$ cat src/rtl/audtx_pkg.sv
package audtx_pkg;

  // Which slot of the half carries which bit, if any
  typedef struct packed {
    logic       act;
    logic [7:0] pos;
  } slot_pick_t;

  // Word length code to number of bits
  function automatic int wl_bits(input logic [1:0] code);
    case (code)
      2'd0:    return 16;
      2'd1:    return 20;
      2'd2:    return 24;
      default: return 32;
    endcase
  endfunction

  // Slot-to-bit mapping. I2S starts at slot 1; right-justified ends at half_len-1.
  function automatic slot_pick_t pick_bit(input logic i2s, input int slot,
                                          input int half_len, input int wl);
    slot_pick_t r;
    int first;
    int k;
    r     = '0;
    first = i2s ? 1 : half_len - wl;
    k     = slot - first;
    if ((i2s || half_len >= wl) && k >= 0 && k < wl) begin
      r.act = 1'b1;
      r.pos = 8'(wl - 1 - k);
    end
    return r;
  endfunction

endpackage

$ cat src/rtl/audtx_edge.sv
module audtx_edge #(
  parameter int SYNC = 2
) (
  input  logic clk,
  input  logic rst_n,
  input  logic bclk,
  input  logic lrclk,
  output logic fall,
  output logic lr_s
);
  logic [SYNC-1:0] b_sh;
  logic [SYNC-1:0] l_sh;
  logic            b_last;

  always_ff @(posedge clk) begin
    if (!rst_n) begin
      b_sh   <= '1;
      l_sh   <= '0;
      b_last <= 1'b1;
    end else begin
      b_sh   <= {b_sh[SYNC-2:0], bclk};
      l_sh   <= {l_sh[SYNC-2:0], lrclk};
      b_last <= b_sh[SYNC-1];
    end
  end

  assign fall = b_last & ~b_sh[SYNC-1];
  assign lr_s = l_sh[SYNC-1];

  AST_FALL_PULSE: assert property (@(posedge clk) disable iff (!rst_n)
    fall |=> !fall);

endmodule

$ cat src/rtl/audtx_frame.sv
module audtx_frame #(
  parameter int SLOT_W = 7
) (
  input  logic              clk,
  input  logic              rst_n,
  input  logic              fall,
  input  logic              lr_s,
  output logic              flip,
  output logic              in_sync,
  output logic [SLOT_W-1:0] cur_slot,
  output logic [SLOT_W-1:0] half_len
);
  localparam logic [SLOT_W-1:0] SLOT_MAX = '1;

  logic              lr_last;
  logic              synced_r;
  logic [SLOT_W-1:0] slot_r;
  logic [SLOT_W-1:0] meas_r;

  assign flip     = fall && (lr_s != lr_last);
  assign cur_slot = flip ? '0 : slot_r;
  assign half_len = (flip && synced_r) ? slot_r : meas_r;
  assign in_sync  = synced_r || flip;

  always_ff @(posedge clk) begin
    if (!rst_n) begin
      lr_last  <= 1'b0;
      synced_r <= 1'b0;
      slot_r   <= '0;
      meas_r   <= '0;
    end else begin
      if (fall) begin
        lr_last <= lr_s;
        slot_r  <= (cur_slot == SLOT_MAX) ? cur_slot : cur_slot + 1'b1;
      end
      if (flip) begin
        synced_r <= 1'b1;
        if (synced_r) meas_r <= slot_r;
      end
    end
  end

  AST_SLOT_RESTART: assert property (@(posedge clk) disable iff (!rst_n)
    flip |=> (slot_r == SLOT_W'(1)));
  AST_LEN_HELD: assert property (@(posedge clk) disable iff (!rst_n)
    !flip |=> $stable(meas_r));

endmodule

$ cat src/rtl/audtx_serial_tx.sv
module audtx_serial_tx #(
  parameter int SAMPLE_W = 32,
  parameter int SLOT_W   = 7,
  parameter int SYNC     = 2
) (
  input  logic                clk,
  input  logic                rst_n,
  input  logic                bclk,
  input  logic                lrclk,
  input  logic                fmt_i2s,
  input  logic [1:0]          wl_sel,
  input  logic [SAMPLE_W-1:0] left_in,
  input  logic [SAMPLE_W-1:0] right_in,
  output logic                sdout
);
  import audtx_pkg::*;

  localparam int IDX_W = $clog2(SAMPLE_W);

  logic                fall;
  logic                lr_s;
  logic                flip;
  logic                in_sync;
  logic [SLOT_W-1:0]   cur_slot;
  logic [SLOT_W-1:0]   half_len;
  logic                lr_is_left;
  logic                left_start;
  logic [SAMPLE_W-1:0] hold_l;
  logic [SAMPLE_W-1:0] hold_r;
  logic [SAMPLE_W-1:0] word;
  slot_pick_t          sel;
  logic [IDX_W-1:0]    bit_idx;
  logic                bit_now;
  logic                sdout_r;

  audtx_edge #(.SYNC(SYNC)) u_edge (
    .clk(clk), .rst_n(rst_n), .bclk(bclk), .lrclk(lrclk),
    .fall(fall), .lr_s(lr_s)
  );

  audtx_frame #(.SLOT_W(SLOT_W)) u_frame (
    .clk(clk), .rst_n(rst_n), .fall(fall), .lr_s(lr_s),
    .flip(flip), .in_sync(in_sync), .cur_slot(cur_slot), .half_len(half_len)
  );

  // Left channel level depends on framing
  assign lr_is_left = (lr_s == ~fmt_i2s);
  assign left_start = flip && lr_is_left;
  assign word       = lr_is_left ? (left_start ? left_in : hold_l) : hold_r;
  assign sel        = pick_bit(fmt_i2s, int'(cur_slot), int'(half_len), wl_bits(wl_sel));
  assign bit_idx    = IDX_W'(sel.pos);
  assign bit_now    = in_sync && sel.act && word[bit_idx];

  always_ff @(posedge clk) begin
    if (!rst_n) begin
      hold_l  <= '0;
      hold_r  <= '0;
      sdout_r <= 1'b0;
    end else begin
      if (left_start) begin
        hold_l <= left_in;
        hold_r <= right_in;
      end
      if (fall) sdout_r <= bit_now;
    end
  end

  assign sdout = sdout_r;

  AST_HOLD_BETWEEN_FALLS: assert property (@(posedge clk) disable iff (!rst_n)
    !fall |=> $stable(sdout));
  AST_IDLE_LOW: assert property (@(posedge clk) disable iff (!rst_n)
    (fall && !sel.act) |=> !sdout);
  AST_UNSYNCED_LOW: assert property (@(posedge clk) disable iff (!rst_n)
    (fall && !in_sync) |=> !sdout);
  AST_PAIR_KEPT: assert property (@(posedge clk) disable iff (!rst_n)
    !left_start |=> ($stable(hold_l) && $stable(hold_r)));

endmodule

$ cat config.mk
export PLATFORM = sky130hd
export DESIGN_NAME = audtx_serial_tx
export DESIGN_NICKNAME = d
export VERILOG_FILES = /design/src/rtl/audtx_pkg.sv /design/src/rtl/audtx_edge.sv /design/src/rtl/audtx_frame.sv /design/src/rtl/audtx_serial_tx.sv
export SDC_FILE = /design/constraint.sdc
export NUM_CORES = 1
export LEC_CHECK = 0
export BUFFER_PORTS_ARGS = -buffer_cell sky130_fd_sc_hd__buf_2
export CORE_MARGIN = 2
export CORE_UTILIZATION = 52
export DETAILED_ROUTE_END_ITERATION = 16
export PLACE_DENSITY = 0.76
export SYNTH_ARGS = -nofsm -noshare
export SYNTH_HDL_FRONTEND = slang
export SYNTH_SLANG_ARGS = --single-unit
$ cat constraint.sdc
create_clock -name clk -period 4.3 [get_ports clk]
set_input_delay 0.645 -clock clk [delete_from_list [all_inputs] [get_ports clk]]
set_output_delay 0.645 -clock clk [all_outputs]
set_load 0.02 [all_outputs]
==> impl_metrics.tcl, run 1 <==
set metrics [dict create \
    critPathTopFamily "simple AND/OR/NAND/NOR gates" \
    cp_max_fo 5 \
    dr.first_iter.drc_count 259 \
    pwr-share-comb_pct 21.1 \
    worst_pin_slew_ps 920.7 \
    cts_made_buffers 9 \
    power_density_nw_per_um2 287.6 \
    nets 826 \
    setup_viol 1 \
    first_pass_iters 5 \
    syn-num-nets 745 \
    fin_crit_sh_pct 102.4 \
    crit_buf_inv 0 \
    clock_path_buffers 2 \
    intPower_w 0.001181 \
    rsz0062_at_grt "yes" \
    wl_per_cell_um 16.05 \
    synth_cell_types 64 \
    synth-edff-count 0 \
    start_util_pct 54.12 \
    drv_cap 0 \
    violations "setup timing" \
    grt_usage_pct 27.69 \
    maxSlewViolCount 0 \
    path_depth 20 \
    grt_pass1_vias 4717 \
    critical_path_class "flip-flop to flip-flop" \
    hold_viol 0 \
    fillers 844 \
    die_area_um2 10510 \
    max_freq_mhz 227.0 \
    clk_pin_slew_ps 90 \
    r2r_slack_ps -100 \
    insertion_delay_ps 370 \
    drtAntennaViolNets 0 \
    globalRoute.totalOverflow 0 \
    max_stage_delay_ps 350 \
    power_w 0.001722 \
    die_w_um 102.5 \
    htreeDepth 3 \
    syn_area_um2 5049 \
    core_area_um2 9328 \
    yosysWarnings 0 \
    seq_power_share_pct 46.7 \
    cts_sinks 86 \
    grt_pass1_wl_mm 23.06 \
    antenna_found_initial 0 \
    cts_hold_buf 0 \
    syn_inst 648 \
    rows 35 \
    cp-start-kind "flip-flop" \
    dp_slack_ps -213.0 \
    finalWirelength_mm 13.85 \
    p_sw_share_pct 31.41 \
    ys.flop_type "dfxtp_1" \
    via_per_inst 5.749 \
    ys_ff_latch 86 \
    crit_path_end "sdout" \
    n_antenna_cell 0 \
    crit_required_ps 4550 \
    drc_errors 0 \
    via_count 4961 \
    cts_root_buf "clkbuf_8" \
    area_delta_synth_final_pct 18.61 \
    io_pins 72 \
    crit_chain "and3b_2 > nand2_4 > mux2i_2 > ha_2 > fa_2 > nor2b_1 > or3_4 > ha_4 > a21o_1 > a31oi_1 > o21ai_1 > xor2_1 > ha_1 > a21oi_1 > and3_1 > and3_4 > o221ai_1 > a221o_1 > a32oi_1 > nand3_1" \
    worstHoldStart "u_edge.b_sh[0]" \
    io_buffers 71 \
    status "finished, violations left" \
    crit_slowest_cell "or3_4" \
    vdd_ir_drop_max_mv 0.1794 \
    arrival_ps 4660 \
    seq_area_frac_synth_pct 34.10 \
    critPathLaunch "u_edge.b_sh[1]" \
    yosys-top-cells-area "dfxtp_1, nand2_1, a21oi_1, ha_1, o221ai_1" \
    synthArstFlopShare_pct 0 \
    r2r-end "sdout" \
    synth_top_area_share_pct 34.10 \
    leakage_nw 2.293 \
    tritoncts "done" \
    end_kind "flip-flop" \
    gp_congestion 0.8855 \
    clockPowerShare_pct 32.2 \
    hold_class "flip-flop to flip-flop" \
    grt_max_degree 75 \
    reg2reg_depth 20 \
    dp_hpwl_mm 10.07 \
    r2r-start "u_edge.b_sh[1]" \
    setup_slack_ps -104.7 \
    maxSlewHeadroom_pct 38.18 \
    drive_gt1_share_pct 21.80 \
    layout_commonest_cell "nand2_1" \
    period_minus_slack_ps 4405 \
    final_cell_mix "nand2_1, dfxtp_1, a21oi_1, buf_2, nor2_1" \
    postSynthAreaPerCell_um2 7.791 \
    final.setup_skew_ps 14.13 \
    die_y_um 102.5 \
    switching_power_w 0.0005408 \
    yosys.area.top_type "dfxtp_1" \
]
## power by group through the flow
stage	registers [W]	logic (W)	clock network [W]
floorplan	0.000823	0.000224	0
global placement	0.000824	0.000346	0
detailed placement	0.000824	0.000354	0
CTS	0.000805	0.000358	0.000557
global route	0.000806	0.000402	0.000595
finish	0.000805	0.000363	0.000554
## how the worst min path moves through the flow
stage / depth (start not counted) / end
after detailed placement: 1 / u_edge.b_sh[1]
after CTS: 1 / u_edge.b_sh[1]
after global placement: 1 / u_edge.b_sh[1]
after floorplan: 1 / u_edge.b_sh[1]
final: 1 / u_edge.b_sh[1]
after global routing: 1 / u_edge.b_sh[1]
## worst reg2reg max path: cells and delay by family, from the launching register on
| kind | cells | cell delay (ps) |
|---|---|---|
| adder cells (fa/ha/maj) | 4 | 1110 |
| AO/OA/AOI/OAI | 7 | 1220 |
| AND/OR/NAND/NOR | 7 | 1300 |
| multiplexers | 1 | 180 |
| flip-flops | 1 | 330 |
| XOR/XNOR | 1 | 170 |
## Yosys cell counts, types with 3 or more instances
library cell / instances
nand2_1: 133
dfxtp_1: 86
a21oi_1: 71
nor2_1: 45
clkbuf_1: 30
o221ai_1: 25
ha_1: 24
o21ai_0: 18
mux2i_1: 17
inv_1: 16
and2_1: 15
nand2b_1: 14
nor2b_1: 12
xnor2_1: 10
a31oi_1: 9
buf_2: 8
nor3_1: 8
a221oi_1: 7
nand3_1: 7
or2_2: 7
o211ai_1: 5
xor2_1: 5
a211oi_1: 4
o22ai_1: 4
or3_1: 4
a21o_1: 3
and3_1: 3
nand4_1: 3
nor4_1: 3
o21a_1: 3
o21ai_1: 3
## area by class of cell
class                   count  area (µm²)  share of cell area [%]
clock buffers              10       127.6                   2.131
inverters                  16       60.06                   1.003
flip-flops and latches     86        1732                   28.92
well taps                 129       161.4                   2.695
multi-input cells         504        3192                   53.30
repair buffers            112       663.1                   11.07
clock inverters             6       52.55                  0.8776
## registers in the layout (all words and copies together) (netlist names)
| register | flops |
|---|---|
| u_edge.b_sh | 2 |
| sdout | 1 |
| hold_l | 32 |
| u_frame.synced_r | 1 |
| u_frame.meas_r | 7 |
| hold_r | 32 |
| u_frame.lr_last | 1 |
| u_frame.slot_r | 7 |
| u_edge.b_last | 1 |
| u_edge.l_sh | 2 |
## per-layer routing
| metal | share of wire [%] | routed length (µm) | track usage (%) | up-vias |
|---|---|---|---|---|
| li1 | - | - | - | 2468 |
| met1 | 45 | 6247 | 37.80 | 2282 |
| met2 | 46 | 6407 | 44.90 | 189 |
| met3 | 7.1 | 978 | 5.424 | 22 |
| met4 | 1.6 | 217 | 7.487 | 0 |
| met5 | 0 | 0 | 0 | - |
## metrics by stage
step | hold slack [ps] | instance area, µm² | util (%) | std cells | setup TNS, ps
after global routing | 433.1 | 5988 | 64.20 | 863 | -375.7
after detailed placement | 403.4 | 5764 | 61.80 | 844 | -213.0
after CTS | 425.0 | 5969 | 64.00 | 862 | -38.10
after floorplan | 386.3 | 5110 | - | 648 | 0
after global placement | 398.6 | 5764 | 61.80 | 844 | -23.16
final | 421.5 | 5988 | 64.20 | 863 | -104.7
## timing repair
action | in CTS | in global routing
cloned | 0 | 0
endpoints found under the setup margin | 1 | 1
resized for setup | 6 | 3
buffers inserted | 2 | 1
pin swaps | 1 | 1
## cell families after synthesis
kind of cell / after synthesis / synth area share [%]
compound gates: 178 / 23.52
buf+inv: 58 / 4.659
fa+ha+maj: 26 / 6.741
flops: 86 / 34.10
mux: 19 / 3.817
xor+xnor: 16 / 2.924
simple gates: 265 / 24.24
No activity file was read; power rests on OpenSTA's default activity.
==> run 2: changes to the inputs <==
Settings changed: CORE_UTILIZATION 52 to 29, PLACE_DENSITY 0.76 to 0.53.
==> impl_metrics.tcl, run 2 (same netlist as run 1, synthesis figures left out) <==
set metrics [dict create \
    dp_slack_ps -146.1 \
    area_delta_synth_final_pct 25.01 \
    hold_path_depth 1 \
    place_area_um2 5899 \
    max_stage_delay_ps 380 \
    setup_viol 1 \
    io_buffers 71 \
    tritoncts "done" \
    insertion_delay_ps 340 \
    cpMostUsedCell "and3_4" \
    grt_max_degree 54 \
    maxSlewViolCount 0 \
    arrival_ps 4580 \
    dr.first_iter.drc_count 310 \
    leakage_nw 2.351 \
    power_density_nw_per_um2 302.4 \
    nets 828 \
    reg2reg_depth 20 \
    io_pins 72 \
    antenna_found_initial 0 \
    die_w_um 135.9 \
    via_count 4917 \
    end_kind "flip-flop" \
    start_util_pct 29.39 \
    setup_slack_ps -55.40 \
    grt_pass1_wl_mm 24.33 \
    finalWirelength_mm 15.08 \
    drv_cap 0 \
    crit_slowest_cell "dfxtp_2" \
    dpl.cell_count 942 \
    drive_gt1_share_pct 22.96 \
    final_cell_area_um2 6311 \
    final_cell_mix "nand2_1, dfxtp_1, a21oi_1, buf_2, nor2_1" \
    htreeDepth 3 \
    crit_required_ps 4530 \
    rsz0062_at_grt "yes" \
    die_y_um 135.9 \
    via_per_inst 5.117 \
    layout_commonest_cell "nand2_1" \
    core_area_um2 17180 \
    grt_pass1_vias 4705 \
    cp_max_fo 4 \
    critical_path_class "flip-flop to flip-flop" \
    clk_pin_slew_ps 60 \
    holdWs_ps 418.8 \
    status "finished, violations left" \
    stdcell_count 961 \
    cts_root_buf "clkbuf_16" \
    globalRoute.totalOverflow 0 \
    clock_path_buffers 2 \
    rows 48 \
    drtAntennaViolNets 0 \
    wl_per_cell_um 15.69 \
    vdd_ir_drop_max_mv 0.1693 \
    maxSlewHeadroom_pct 58.52 \
    period_minus_slack_ps 4355 \
    first_pass_iters 5 \
    multi_input_area_um2 3292 \
    dp_hpwl_mm 10.95 \
    cts_made_buffers 9 \
    finalSetupTns_ps -55.40 \
    cp-start-kind "flip-flop" \
    hold_viol 0 \
    die_area_um2 18480 \
    drc_errors 0 \
    n_antenna_cell 0 \
    fillers 1874 \
    crit_chain "xor2_4 > nand2_4 > mux2i_2 > ha_2 > fa_2 > nor2b_1 > or3_4 > ha_4 > a21o_1 > a31oi_1 > o21ai_1 > xor2_1 > ha_1 > a21oi_1 > and3_4 > and3_4 > o221ai_1 > a221o_1 > a32oi_1 > nand3_1" \
    final.setup_skew_ps 3.586 \
    seq_area_um2 1724 \
    grt_usage_pct 16.74 \
    biggestRegsByFlops "hold_l: 32 flops, hold_r: 32 flops" \
    hold_class "flip-flop to flip-flop" \
    max_freq_mhz 229.6 \
    fin_crit_sh_pct 101.3 \
    cts_sinks 86 \
    worst_pin_slew_ps 619.8 \
    gp_congestion 0.9060 \
    violations "setup timing" \
]
run 2: changes by cell type in the layout (fill, tap and decap cells not counted), sizes merged:
| cell | previous run | this run |
|---|---|---|
| inv | 20 | 18 |
| clkinv | 0 | 2 |
| buf | 112 | 114 |
run 2: path summary, 6_finish.rpt:
kind	from	end	slack [ps]
setup / recovery	u_edge.l_sh[1]	sdout	-60
setup reg to reg	u_edge.l_sh[1]	sdout	-60
hold / removal	u_edge.b_sh[0]	u_edge.b_sh[1]	420
hold reg to reg	u_edge.b_sh[0]	u_edge.b_sh[1]	420
run 2: worst max-delay path, delay by kind of cell, from the launching register on:
family | cells | cell delay [ps]
adder cells (fa/ha/maj) | 4 | 1080
AO/OA/AOI/OAI | 7 | 1220
flip-flops | 1 | 380
XOR/XNOR | 2 | 350
multiplexers | 1 | 170
AND/OR/NAND/NOR | 6 | 1040
run 2: what timing repair did:
action	CTS	global route
pin swaps	3	5
endpoints found under the setup margin	1	1
buffers inserted	2	1
gates resized for setup	8	10
hold buffers	0	0
run 2: stage by stage:
step | power, W | utilization (%)
floorplan | 0.001047 | -
global placement | 0.001179 | 34.35
detailed placement | 0.001179 | 34.35
CTS | 0.001923 | 36.28
global route | 0.002002 | 36.74
finish | 0.001909 | 36.74
run 2: area by class of cell:
class,count,area share (%)
clock buffers,10,3.628
clock inverters,6,0.7335
inverters,16,0.9516
multi-input cells,504,52.16
flip-flops and latches,86,27.32
well taps,225,4.461
repair buffers,114,10.75
run 2: routing by layer:
layer	global-route usage, %	part of all wire [%]	wire length, µm	up-vias
li1	-	-	-	2465
met1	23.09	48	7224	2286
met2	26.26	46	6864	138
met3	2.573	4.0	608	28
met4	6.481	2.5	378	0
met5	0	0	0	-
run 2: power breakdown:
group          internal (W)  switching, W
sequential         0.000803    0.00000381
clock              0.000396      0.000336
combinational      0.000161      0.000210
total               0.00136      0.000549
